### config.mk
export PLATFORM = sky130hd
export DESIGN_NAME = brstall_ctrl
export DESIGN_NICKNAME = d
export VERILOG_FILES = /design/src/rtl/brstall_pkg.sv /design/src/rtl/brstall_cost.sv /design/src/rtl/brstall_timer.sv /design/src/rtl/brstall_ctrl.sv
export SDC_FILE = /design/constraint.sdc
export NUM_CORES = 1
export LEC_CHECK = 0
export BUFFER_PORTS_ARGS = -buffer_cell sky130_fd_sc_hd__buf_4
export CELL_PAD_IN_SITES_DETAIL_PLACEMENT = 1
export CELL_PAD_IN_SITES_GLOBAL_PLACEMENT = 1
export CORE_AREA = 4 4 41 43
export DETAILED_ROUTE_END_ITERATION = 8
export DIE_AREA = 0 0 45 47
export HOLD_SLACK_MARGIN = 0.06
export PLACE_DENSITY_LB_ADDON = 0.1
export SLEW_MARGIN = 10
export SYNTH_ARGS = -nofsm -noshare
export SYNTH_HDL_FRONTEND = slang
export SYNTH_SLANG_ARGS = --single-unit
### constraint.sdc
create_clock -name clk -period 1.7 [get_ports clk]
set_input_delay 0.34 -clock clk [delete_from_list [all_inputs] [get_ports clk]]
set_output_delay 0.34 -clock clk [all_outputs]
set_load 0.01 [all_outputs]
### src/rtl/brstall_pkg.sv
// Package brstall_pkg
// Shared types and derived widths for the branch stall controller.
// Assumes the largest branch cost is three cycles.
package brstall_pkg;
    localparam int MAX_COST = 3;
    localparam int COST_W   = $clog2(MAX_COST + 1);

    typedef enum logic [1:0] {
        BR_KNOWN_NT = 2'd0,
        BR_KNOWN_T  = 2'd1,
        BR_PRED_NT  = 2'd2,
        BR_PRED_T   = 2'd3
    } br_class_e;
endpackage

### src/rtl/brstall_cost.sv
// Module brstall_cost
// Purely combinational cost evaluation of one branch: cycle cost, misprediction
// and illegal-combination detection. Assumes dep_gap counts the instructions
// between the branch and its producer; two or more is treated as no dependency.
module brstall_cost
    import brstall_pkg::*;
#(
    parameter int GAP_W = 3
) (
    input  br_class_e          cls,
    input  logic               from_pfb,
    input  logic               addr_dep,
    input  logic               cond_dep,
    input  logic [GAP_W-1:0]   gap,
    input  logic               taken,
    output logic [COST_W-1:0]  cost,
    output logic               mispredict,
    output logic               illegal
);
    logic [COST_W-1:0] slot_cost;
    logic [COST_W-1:0] near_cost;
    logic              near;

    // Cost terms from the decode slot and from the producer distance
    always_comb begin
        slot_cost = from_pfb ? COST_W'(1) : COST_W'(2);
        near      = (gap < GAP_W'(2));
        near_cost = (gap == '0) ? COST_W'(3) : COST_W'(2);
    end

    // Class-dependent cost, misprediction and legality
    always_comb begin
        cost       = COST_W'(1);
        mispredict = 1'b0;
        illegal    = 1'b0;
        unique case (cls)
            BR_KNOWN_NT: begin
                illegal = addr_dep | cond_dep;
            end
            BR_KNOWN_T: begin
                illegal = cond_dep;
                cost    = (addr_dep && near) ? near_cost : slot_cost;
            end
            BR_PRED_NT: begin
                illegal    = ~cond_dep | addr_dep;
                mispredict = taken;
                cost       = taken ? (near ? near_cost : COST_W'(1)) : COST_W'(1);
            end
            BR_PRED_T: begin
                illegal    = ~cond_dep | addr_dep;
                mispredict = ~taken;
                cost       = ~taken ? (near ? near_cost : COST_W'(1)) : slot_cost;
            end
            default: ;
        endcase
        if (illegal) begin
            cost       = COST_W'(1);
            mispredict = 1'b0;
        end
    end
endmodule

### src/rtl/brstall_timer.sv
// Module brstall_timer
// Countdown that keeps busy high for (cost - 1) cycles after a load.
// Assumes load is only raised while busy is low.
module brstall_timer
    import brstall_pkg::*;
(
    input  logic              clk,
    input  logic              rst_n,
    input  logic              load,
    input  logic [COST_W-1:0] cost,
    output logic              busy
);
    logic [COST_W-1:0] remaining;

    // Load cost-1 on acceptance, otherwise count down to zero
    always_ff @(posedge clk) begin
        if (!rst_n)
            remaining <= '0;
        else if (load)
            remaining <= cost - COST_W'(1);
        else if (remaining != '0)
            remaining <= remaining - COST_W'(1);
    end

    assign busy = (remaining != '0);

    // a countdown never starts from a cost of zero
    a_r8_load_nonzero: assert property (@(posedge clk) disable iff (!rst_n)
        load |-> cost != '0);
    // a load never lands on a running count
    a_r8_no_reload: assert property (@(posedge clk) disable iff (!rst_n)
        load |-> !busy);
endmodule

### src/rtl/brstall_ctrl.sv
// Module brstall_ctrl (top)
// Accepts one branch when idle, registers its cycle cost, flush pulse and
// illegal flag, and holds busy for the cost minus one cycles.
// Assumes the outcome is valid in the same cycle as br_valid.
module brstall_ctrl
    import brstall_pkg::*;
#(
    parameter int GAP_W = 3
) (
    input  logic              clk,
    input  logic              rst_n,
    input  logic              br_valid,
    input  logic [1:0]        br_class,
    input  logic              from_pfb,
    input  logic              addr_dep,
    input  logic              cond_dep,
    input  logic [GAP_W-1:0]  dep_gap,
    input  logic              taken,
    output logic [1:0]        stall_cycles,
    output logic              busy,
    output logic              flush,
    output logic              illegal
);
    logic [COST_W-1:0] cost_c;
    logic              mispredict_c;
    logic              illegal_c;
    logic              accept;
    logic [COST_W-1:0] stall_q;
    logic              flush_q;
    logic              illegal_q;

    assign accept = br_valid & ~busy;

    brstall_cost #(.GAP_W(GAP_W)) u_cost (
        .cls        (br_class_e'(br_class)),
        .from_pfb   (from_pfb),
        .addr_dep   (addr_dep),
        .cond_dep   (cond_dep),
        .gap        (dep_gap),
        .taken      (taken),
        .cost       (cost_c),
        .mispredict (mispredict_c),
        .illegal    (illegal_c)
    );

    brstall_timer u_timer (
        .clk   (clk),
        .rst_n (rst_n),
        .load  (accept),
        .cost  (cost_c),
        .busy  (busy)
    );

    // Capture the result of an accepted branch; flush lasts one cycle
    always_ff @(posedge clk) begin
        if (!rst_n) begin
            stall_q   <= '0;
            flush_q   <= 1'b0;
            illegal_q <= 1'b0;
        end else begin
            flush_q <= accept & mispredict_c;
            if (accept) begin
                stall_q   <= cost_c;
                illegal_q <= illegal_c;
            end
        end
    end

    assign stall_cycles = 2'(stall_q);
    assign flush        = flush_q;
    assign illegal      = illegal_q;

    // a flush only follows an acceptance
    a_r7_flush_after_accept: assert property (@(posedge clk) disable iff (!rst_n)
        flush |-> $past(rst_n) && $past(br_valid) && !$past(busy));
    // an illegal branch is charged one cycle and never flushes
    a_r9_illegal_one_cycle: assert property (@(posedge clk) disable iff (!rst_n)
        illegal |-> stall_cycles == 2'd1 && !flush && !busy);
    // known-not-taken costs one cycle
    a_r2_knt_one: assert property (@(posedge clk) disable iff (!rst_n)
        $past(rst_n) && $past(accept) && $past(br_class) == 2'd0 |-> stall_cycles == 2'd1 && !flush);
    // outputs hold while busy
    a_r10_hold_busy: assert property (@(posedge clk) disable iff (!rst_n)
        busy |=> $stable(stall_cycles) && $stable(illegal));
    // busy only rises for a cost of two or more
    a_r8_busy_cost: assert property (@(posedge clk) disable iff (!rst_n)
        $rose(busy) |-> stall_cycles >= 2'd2);
endmodule

Yosys cells after proc, flatten, opt, wreduce, memory -nomap -nowiden
Cells that the tools add are included.

storage, ports and cells
  register bits after elaboration = 6
  input port bits = 12
  logic and storage cells = 36

cells by class
  add/sub/neg operators = 2
  magnitude comparators = 1
  equality and inequality tests = 3
  multiplexer cells = 13
  bitwise logic cells = 7
  reduce and logical (&&, ||, !) cells = 6

operators by type and width
  operator                                                                       count
  2-bit two-way mux                                                              8
  2-bit case mux with 3 select lines                                             1
  2-bit equality test (second input constant)                                    2
  2-bit nonzero test                                                             2
  2-bit by 1-bit subtractor with 2-bit output (second input constant)            2
  3-bit logical NOT                                                              1
  3-bit by 2-bit less-than comparator with 1-bit output (second input constant)  1
  1-bit inverter                                                                 3
  1-bit case mux with 3 select lines                                             1
  1-bit AND                                                                      2
  2-bit by 1-bit equality test with 1-bit output (second input constant)         1
  2-bit logical NOT                                                              1
  1-bit two-way mux                                                              2
  1-bit bitwise OR                                                               2
  1-bit case mux with 2 select lines                                             1
  2-bit OR reduction                                                             1
  1-bit logical AND                                                              1

Logic depth before layout (Yosys ltp)
Gate-level depths: netlist (run 1).

  depth in word-level cells = 8
  gate-level depth with buffers = 5
  gate-level depth less buffers = 5

Cells and area by module
A second synthesis (run 1) with hierarchy kept.

second synthesis, totals
  cells, all modules = 50
  area, all modules = 436.7 µm²

by module, submodules not included
  module         instances  cells an instance  area each (µm²)  seq. area each (µm²)
  brstall_cost   1          24                 173.9            0.0
  brstall_ctrl   1          16                 163.9            80.1
  brstall_timer  1          10                 98.8             40.0

Worst setup path before layout (run 1)
OpenSTA, ideal clock, no wires.

  path kind = input port to flip-flop
  start point = input port dep_gap[1]
  end point = register u_timer.remaining[1]
  arrival = 1.336 ns
  data required time = 1.581 ns
  setup slack = 0.245 ns
  stages on the path = 5
  buffers on the path = 0
  path through = or3b_1 mux2i_1 a32oi_1 nor2_1 o221a_1

on the way
  longest elaborated chain between the ends = 8
  elaborated cells on any way between the ends = 12

ends and longest elaborated chain
  what                                                                                           line                 text
  start: declaration                                                                             brstall_ctrl.sv:17   input logic [GAP_W-1:0] dep_gap,
  branches (longest 4 deep; another with 3-bit by 2-bit less-than comparator with 1-bit output)  n/a
  2-bit case mux with 3 select lines *                                                           brstall_cost.sv:36   unique case (cls)
  2-bit two-way mux *                                                                            brstall_cost.sv:56   if (illegal) begin
  2-bit by 1-bit subtractor with 2-bit output *                                                  brstall_timer.sv:20  remaining <= cost - COST_W'(1);
  2-bit two-way mux *                                                                            brstall_timer.sv:19  else if (load)
  end signal: assignment                                                                         brstall_timer.sv:20
  end signal: assignment                                                                         brstall_timer.sv:22  remaining <= remaining - COST_W'(1);
  end: declaration                                                                               brstall_timer.sv:13  logic [COST_W-1:0] remaining;

Mark *: on every way between the ends.
A chain may end at the register's enable or synchronous reset.

Final worst setup path (run 1)
Ends and elaborated chain as after synthesis.

==> results, run 1 <==
- The deepest clock path buffer count is 2.
- Buffers placed on the I/O ports in this run total 16.
- The synthesized design contains 6 register bits.
- Clock latency on the worst-skew pair, taken at its later pin, is 0.25 ns.
- After clock tree synthesis, the flow added hold-fix buffers numbering 0.
- Timing would allow up to 0.710 GHz.
- The final period demand of the worst path is 1.41 ns.
- The worst register-to-register path has a depth of 5.
- The destination of the worst hold path is stall_cycles[1]$_SDFFE_PN0P_.
- The x dimension of the die is 45 um.
- Synthesis produced a netlist whose cell count is 42.
- The via density per instance is 5.03.
- For this run, the detailed router's first-pass iteration total came to 2.
- The minimum setup slack among reg-to-reg paths is 0.50 ns.
- The switching part of the total power is 26.1%.
- The first-iteration detailed-routing DRC count is 2.
- The number of different library cells used by synthesis comes to 25.
- After clock tree synthesis, the setup repair step added 0 buffers.
- At the pin with the least slew margin, the transition time is 0.275 ns.
- After Yosys synthesis, full adders, half adders and majority gates account for 0% of the synthesized area.
- The category of the most critical setup path is input port to flop.
- The arrival time at the worst endpoint is 1.55 ns.
- For this run, the register share of the synthesized area comes to 32.7%.
- The count of yosys warnings during synthesis is 0.
- The hold path startpoint is rst_n.
- After layout, the worst path uses 82.9% of the clock period.
- The synthesized netlist devotes 2.38% of its cell area to XOR and XNOR gates.
- The detail-routed net length per standard cell is 12.9 um.
- The maximum VDD drop is 0.332 mV.
- The run finished with clean final reports.
- The area inside the core boundary is 0.00130 mm2.
- In this run the remaining antenna-violating nets after routing total 0.
- The wire length of the first global-routing pass is 1650 um.
- The routability congestion estimate from global placement is 0.725.
- The worst hold path stage count is 2.
- The row count is 13.
- The post-route setup TNS is 0 ns.
- The final wirelength is 1010 um.
- The simple-gate portion of the synthesized area is 38.1%.
- The area of the mapped netlist is 368 um2.
- The total number of H-tree levels is 1.
- At the end of the flow, the number of nets in the layout was 77.
- The number of filler cells placed in the layout is 163.
- The number of global-route vias before repair is 390.
- The sort of element at the end of the critical path is a flop.
- The area fraction in compound gates after synthesis is 20.4%.
- The finished layout holds 78 standard cells, fillers aside.
- The clock network burns 36.9% of the power.
- The setup violation total in the final timing report is 0.
- For this design the ratio of total power to cell area is 678 mW/mm2.
- The total overflow left after global routing is 0.
- The leakage power summed over all cells is 0.256 nW.
- The relative max-transition margin is 81.4%.
- From bottom edge to top edge, the die measures 47 um.
- The clock slew at the register clock pins of the worst setup and hold paths is 0.05 ns.
- The worst register-to-register path ends at u_timer.remaining[1]$_SDFFE_PN0P_.
- The kind of launch point of the worst setup path is an input port.
- The die covers 0.00212 mm2.
- The worst register-to-register path begins at u_timer.remaining[1]$_SDFFE_PN0P_.
- The count of vias placed by the detailed router is 392.
- The cell area after placement is 522 um2.
- With fillers left out, the area of the finished cells amounts to 544 um2.
- TritonCTS built the clock tree.
- The wire-length estimate of the detail-placed layout is 787 um.
- The number of ports placed on the die boundary is 17.
- The required time of the critical path is 1.84 ns.
- Summed over all nets, the switching power comes to 0.0000964 W.
- The root buffer cell is clkbuf_4.
- Across every metal layer, demand over resource in global routing totals 11.2%.
- Combinational logic burns 22.3% of the power.
- The number of antenna violations at the first check in global routing is 0.
- Counting flops with a built-in enable in the synthesized netlist gives 0.
- The initial core utilization is 28.3%.
- When the netlist entered floorplanning its net count stood at 54.
- The fraction of final layout cells sized beyond drive strength 1 is 38.1%.
- The share of flip-flops with an asynchronous set or reset after synthesis is 0%.
- The class of the tightest hold or removal check is input port to flop.
- By area, the combinational part of the netlist is dominated by simple AND/OR/NAND/NOR gates.
- The number of pins exceeding their max-slew limit in the final report came to 0.
- 0 antenna diodes ended up in the layout.
- The internal power summed over all cells is 0.000273 W.
- Buffers inserted during clock tree synthesis total 3.
- Setup repair after global routing left no endpoint under its margin.
- CTS saw 6 sinks.
- The post-cts repair resize count is 0.
- Multiplexer cells account for 5.44% of the synthesized area.
- The number of placed instances, taps included is 75.
- The final hold violation count is 0.
- The maximum fanout along the worst path is 4.
- After detailed routing, the number of remaining DRC violations is 0.
- The leading register cell type out of synthesis is dfxtp_1.
- A synthesized cell averages 8.76 um2.
- On the final layout, the worst clock skew is 0.00458 ns.
- Max-cap violations in this run came to 0.
- Entering global routing, the biggest net connects 8 pins.
- The smallest hold slack is 0.345 ns.
- The area growth from synthesis to layout is 48.0%.
- Sequential cells burn 40.8% of the power.
## power by group through the flow
stage / clock (W) / sequential [W] / combinational (W)
CTS: 0.000143 / 0.000151 / 0.0000838
global route: 0.000158 / 0.000151 / 0.0000915
detailed placement: 0 / 0.000153 / 0.0000834
global placement: 0 / 0.000153 / 0.0000834
finish: 0.000136 / 0.000151 / 0.0000823
floorplan: 0 / 0.000155 / 0.0000316
## cell usage after synthesis (2+ instances only)
library cell | instances | share of area [%]
a21oi_1 | 4 | 5.4
dfxtp_1 | 6 | 33
mux2i_1 | 2 | 5.4
nand2b_1 | 2 | 3.4
nor2_1 | 4 | 4.1
nor2b_1 | 4 | 6.8
o21ai_0 | 2 | 2.7
## how the worst max path moves through the flow
stage	startpoint	endpoint	slack, ns	depth (start not counted)
3_5_place_dp	dep_gap[1]	u_timer.remaining[1]$_SDFFE_PN0P_	0.03	6
6_report	dep_gap[1]	u_timer.remaining[1]$_SDFFE_PN0P_	0.29	6
5_1_grt	dep_gap[1]	u_timer.remaining[1]$_SDFFE_PN0P_	0.25	6
2_1_floorplan	dep_gap[1]	u_timer.remaining[1]$_SDFFE_PN0P_	0.25	5
4_1_cts	dep_gap[1]	u_timer.remaining[1]$_SDFFE_PN0P_	0.30	6
3_3_place_gp	dep_gap[1]	u_timer.remaining[1]$_SDFFE_PN0P_	0.06	6
## flip-flops by register name (all words and copies together), names as in the netlist
name	count
flush	1
illegal	1
stall_cycles	2
u_timer.remaining	2
## area by class of cell
cell class / count / area [um2] / share of cell area, %
Tap cell: 15 / 18.8 / 3.45
Clock buffer: 3 / 22.5 / 4.14
Sequential cell: 6 / 120 / 22.1
Timing Repair Buffer: 18 / 135 / 24.8
Inverter: 1 / 3.75 / 0.690
Multi-Input combinational cell: 35 / 244 / 44.8
## stage by stage
stage,setup slack [ns],total power (W),util (%)
2_1_floorplan,0.245,0.000187,-
3_3_place_gp,0.0610,0.000237,40.1
3_5_place_dp,0.0309,0.000237,40.1
4_1_cts,0.297,0.000378,41.8
5_1_grt,0.247,0.000401,41.8
6_report,0.291,0.000369,41.8
## worst max-delay path, stage by stage
cell and delay (ns):
buf_4 0.12, or3b_1 0.41, mux2i_1 0.13, a32oi_1 0.25
nor2_1 0.07, o221a_1 0.22
## cells by family (layout without fill, tap and decap cells)
kind of cell	count (synthesis)	count (layout)
AOI/OAI and AO/OA	11	11
DFF	6	6
muxes	2	2
and+or+nand+nor	21	21
buffers and inverters	1	22
xor gates and xnor gates	1	1
## cell usage in the layout (no fill, tap or decap)
cell      synthesis  routed
or3b_1            1       1
mux2i_1           2       2
nor4b_1           1       1
o21a_1            1       1
nor4b_2           1       1
buf_4             0      18
nand3_1           1       1
dfxtp_1           6       6
o211a_1           1       1
xor2_1            1       1
and3b_1           1       1
or2_2             1       1
nand2b_1          2       2
nor3_1            1       1
nor2b_1           4       4
nand4_1           1       1
nand3b_1          1       1
a21oi_1           4       4
nor3b_2           1       1
o21ai_0           2       2
o211ai_1          1       1
clkbuf_4          0       3
inv_1             1       1
a32oi_1           1       1
nand2_1           1       1
o221a_1           1       1
nor2_1            4       4
## routing by layer
| layer | vias to the layer above | part of all wire, % | global-route usage [%] |
|---|---|---|---|
| met5 | - | 0 | 0 |
| met4 | 0 | 0 | 1.75 |
| met3 | 0 | 13 | 8.05 |
| met2 | 17 | 42 | 16.9 |
| met1 | 176 | 45 | 13.0 |
| li1 | 199 | - | - |
Note: power is estimated with default switching activity, not from simulation.
==> inputs of run 2 (changes only) <==
- ABC_AREA: not set -> 1
- CORE_AREA: 4 4 41 43 -> not set
- CORE_MARGIN: not set -> 4
- CORE_UTILIZATION: not set -> 26
- DIE_AREA: 0 0 45 47 -> not set
- clock period: 1.7 -> 1.29 ns (I/O delays scaled with it)
==> run 2 against run 1 <==
Against the previous run:
- flip-flop and latch count unchanged
- clock-buffer cell count unchanged
- clock power is 26% higher
- synthesized area rose by 13%
- via count increased by 20%
- critical path depth is 3 lower
- synthesized cell count is 57% higher
- critical path type is now flop to output port
- clock skew decreased by 0.0036 ns
==> results, run 2 <==
- The post-route setup TNS is 0 ns (unchanged).
- The number of antenna violations at the first check in global routing is 0 (unchanged).
- The initial core utilization is 27.5% (was 28.3%).
- The post-detailed-route DRC marker count came to 0 (unchanged).
- The internal power summed over all cells is 0.000361 W (was 0.000273 W).
- The number of enable flip-flop cells after synthesis is 0 (unchanged).
- The transition time at the pin with the least slew margin is 0.213 ns (was 0.275 ns).
- The area of the die came to 0.00230 mm2 (was 0.00212 mm2).
- The number of placed instances, taps included is 98 (was 75).
- The row count is 14 (was 13).
- The switching power was 0.000147 W (was 0.0000964 W).
- Most used cells in the layout excluding fill and tap cells: nand2_1, buf_4, inv_1, dfxtp_1, nand3_1 (was buf_4, dfxtp_1, nor2_1, a21oi_1, nor2b_1).
- The count of vias placed by the detailed router came to 471 (was 392).
- The setup violation total in the final timing report is 0 (unchanged).
- The launching point of the worst reg2reg path was u_timer.remaining[0]$_SDFFE_PN0P_ (was u_timer.remaining[1]$_SDFFE_PN0P_).
- The timing startpoint of the critical path was u_timer.remaining[0]$_SDFFE_PN0P_ (was dep_gap[1]).
- The worst hold path stage count came to 3 (was 2).
- Top cells by count, synth: nand2_1, dfxtp_1, inv_1 (was dfxtp_1, a21oi_1, nor2_1, nor2b_1).
- The category of the most critical setup path is flop to output port (was input port to flop).
- The most frequent cell after synthesis is nand2_1 (was dfxtp_1).
- The TritonCTS clock tree is yes (unchanged).
- The remaining antenna violation count is 0 (unchanged).
- The post-synthesis area per instance is 6.27 um2 (was 8.76 um2).
- The clock network latency to the later pin of the worst-skew pair is 0.24 ns (was 0.25 ns).
- Outcome: finished, final reports clean (unchanged).
- The share of power burned in the clock network was 33.6% (was 36.9%).
- The number of nets in the layout is 99 (was 77).
- The number of buffers created by CTS is 3 (unchanged).
- The number of filler cells placed in the layout is 206 (was 163).
- The largest area contributor in the netlist is dfxtp_1 (unchanged).
- The worst setup skew after layout came to 0.00101 ns (was 0.00458 ns).
- The post-cts repair resize count is 0 (unchanged).
- The sort of element at the end of the critical path is an output port (was flop).
- The sequential share of the synthesized area is 29.0% (was 32.7%).
- The sequential power share is 39.3% (was 40.8%).
- The kind of launch point of the worst setup path is a flop (was input port).
- The final wirelength was 1120 um (was 1010 um).
- The clock slew at the register clock pins of the worst setup and hold paths is 0.04 ns (was 0.05 ns).
- The area of the mapped netlist is 414 um2 (was 368 um2).
- The pre-CTS setup slack came to 0.0432 ns (was 0.0309 ns).
- The part of the power in combinational logic came to 27.0% (was 22.3%).
- The class of the tightest hold or removal check is input port to flop (unchanged).
- The commonest non-fill, non-tap cell in the layout is nand2_1 (was buf_4).
- The overall die height is 47.9 um (was 47 um).
- The via density per instance is 4.66 (was 5.03).
- The half-perimeter wire length of the detailed placement result came to 983 um (was 787 um).
- The leakage power summed over all cells was 0.297 nW (was 0.256 nW).
- The number of ports placed on the die boundary came to 17 (unchanged).
- The leading register cell type out of synthesis is dfxtp_1 (unchanged).
- The fraction of final layout cells sized beyond drive strength 1 is 36.5% (was 38.1%).
- The final worst slack is 0.203 ns (was 0.291 ns).
- The worst reg2reg path depth was 7 (was 5).
- Based on the critical path, the design can be clocked at up to 0.920 GHz.
- The number of setup buffers added after CTS is 0 (unchanged).
- The arrival time at the worst endpoint is 0.83 ns (was 1.55 ns).
- The number of cells produced by synthesis came to 66 (was 42).
- The switching part of the total power came to 29.0% (was 26.1%).
- The share of flip-flops with an asynchronous set or reset after synthesis is 0% (unchanged).
- The area added between synthesis and finish is 39.3% (was 48.0%).
- The required time of the critical path is 1.03 ns (was 1.84 ns).
- The clock period could shrink to 1.09 ns.
- Setup repair after global routing missed its margin: false (unchanged).
- The deepest clock path buffer count is 2 (unchanged).
- The routability congestion estimate from global placement is 0.807 (was 0.725).
- The number of different library cells in the post-synthesis netlist is 18 (was 25).
- The fraction of synthesized cell area taken by the top area cell type is 29.0% (was 32.7%).
- The count of yosys warnings during synthesis is 0 (unchanged).
- The final hold violation count is 0 (unchanged).
- The global-route usage over all layers came to 11.8% (was 11.2%).
- The area inside the core boundary came to 0.00151 mm2 (was 0.00130 mm2).
- The aggregate global routing overflow is 0 (unchanged).
- The number of nets in the synthesized netlist is 78 (was 54).
- The maximum VDD drop was 0.405 mV (was 0.332 mV).
- The number of detailed-routing iterations run before antenna repair is 3 (was 2).
- The total clock sinks came to 6 (unchanged).
- The total number of H-tree levels was 1 (unchanged).
- The final total power came to 0.000509 W (was 0.000369 W).
- The cell area after placement is 554 um2 (was 522 um2).
- The wire length of the first global-routing pass was 1910 um (was 1650 um).
- The number of pins exceeding their max-slew limit in the final report is 0 (unchanged).
- The hold path startpoint is rst_n (unchanged).
- The final instance count without filler cells is 101 (was 78).
- The number of global-route vias before repair is 463 (was 390).
- The max-capacitance violation count is 0 (unchanged).
- Top cells by area in the synthesized netlist: dfxtp_1, nand2_1, nand3_1, inv_1, a21oi_1 (was dfxtp_1, nor2b_1, a21oi_1, mux2i_1, nor2_1).
- The cell area after layout is 577 um2 (was 544 um2).
- The largest net degree at the start of global routing is 7 (was 8).
- The power per unit of standard cell area is 882 mW/mm2 (was 678 mW/mm2).
- The detail-routed net length per standard cell is 11.1 um (was 12.9 um).
- The x dimension of the die is 47.9 um (was 45 um).
- The number of input and output port buffers inserted is 16 (unchanged).
- The number of synthesized register bits is 6 (unchanged).
- The hold buffer count at CTS was 0 (unchanged).
- The final period utilization is 84.3%.
- The number of inserted diodes is 0 (unchanged).
- The maximum fanout along the worst path is 3 (was 4).
- The relative max-transition margin is 85.7% (was 81.4%).
- The first-iteration detailed-routing DRC count is 4 (was 2).
- The root buffer cell is clkbuf_4 (unchanged).
-- run 2: cell families (layout without fill, tap and decap cells) --
kind of cell,Yosys count,count (layout),synth area share [%]
AOI/OAI and AO/OA,10,10,12.4
buffers and inverters,9,28,8.16
DFF,6,6,29.0
and+or+nand+nor,41,41,50.5
-- run 2: per-layer routing --
metal  vias up  part of all wire [%]  GRT usage [%]
li1        253                     -              -
met1       208                    49           15.2
met4         0                     0           1.61
met5         -                     0              0
met2        10                    45           19.0
met3         0                   5.8           4.51
-- run 2: critical path: stages (launching register included) --
cell and delay, ns:
dfxtp_1 0.29, inv_1 0.09, nand2_1 0.07, buf_4 0.14
-- run 2: layout make-up --
type / count / area, um2 / area share (%)
multi-input cells: 51 / 260 / 45.1
flip-flops and latches: 6 / 120 / 20.8
clock buffers: 3 / 22.5 / 3.90
inverters: 9 / 33.8 / 5.86
repair buffers: 16 / 120 / 20.8
well taps: 16 / 20.0 / 3.47
-- run 2: final timing paths --
path	endpoint	slack, ns
worst max-delay path	busy	0.20
worst min-delay path	illegal$_SDFFE_PN0P_	0.30
worst max register to register	u_timer.remaining[1]$_SDFFE_PN0P_	0.26
worst min register to register	stall_cycles[1]$_SDFFE_PN0P_	0.47
-- run 2: power by group through the flow --
stage	Combinational (W)	Sequential, W	Clock (W)
CTS	0.000141	0.000200	0.000184
global route	0.000157	0.000200	0.000204
global placement	0.000138	0.000203	0
finish	0.000138	0.000200	0.000171
detailed placement	0.000140	0.000204	0
floorplan	0.0000700	0.000206	0
-- run 2: metrics by stage --
step | util, % | hold WS [ns]
2_1_floorplan | - | 0.396
5_1_grt | 38.3 | 0.293
3_3_place_gp | 36.8 | 0.455
6_report | 38.3 | 0.300
4_1_cts | 38.3 | 0.295
3_5_place_dp | 36.8 | 0.461
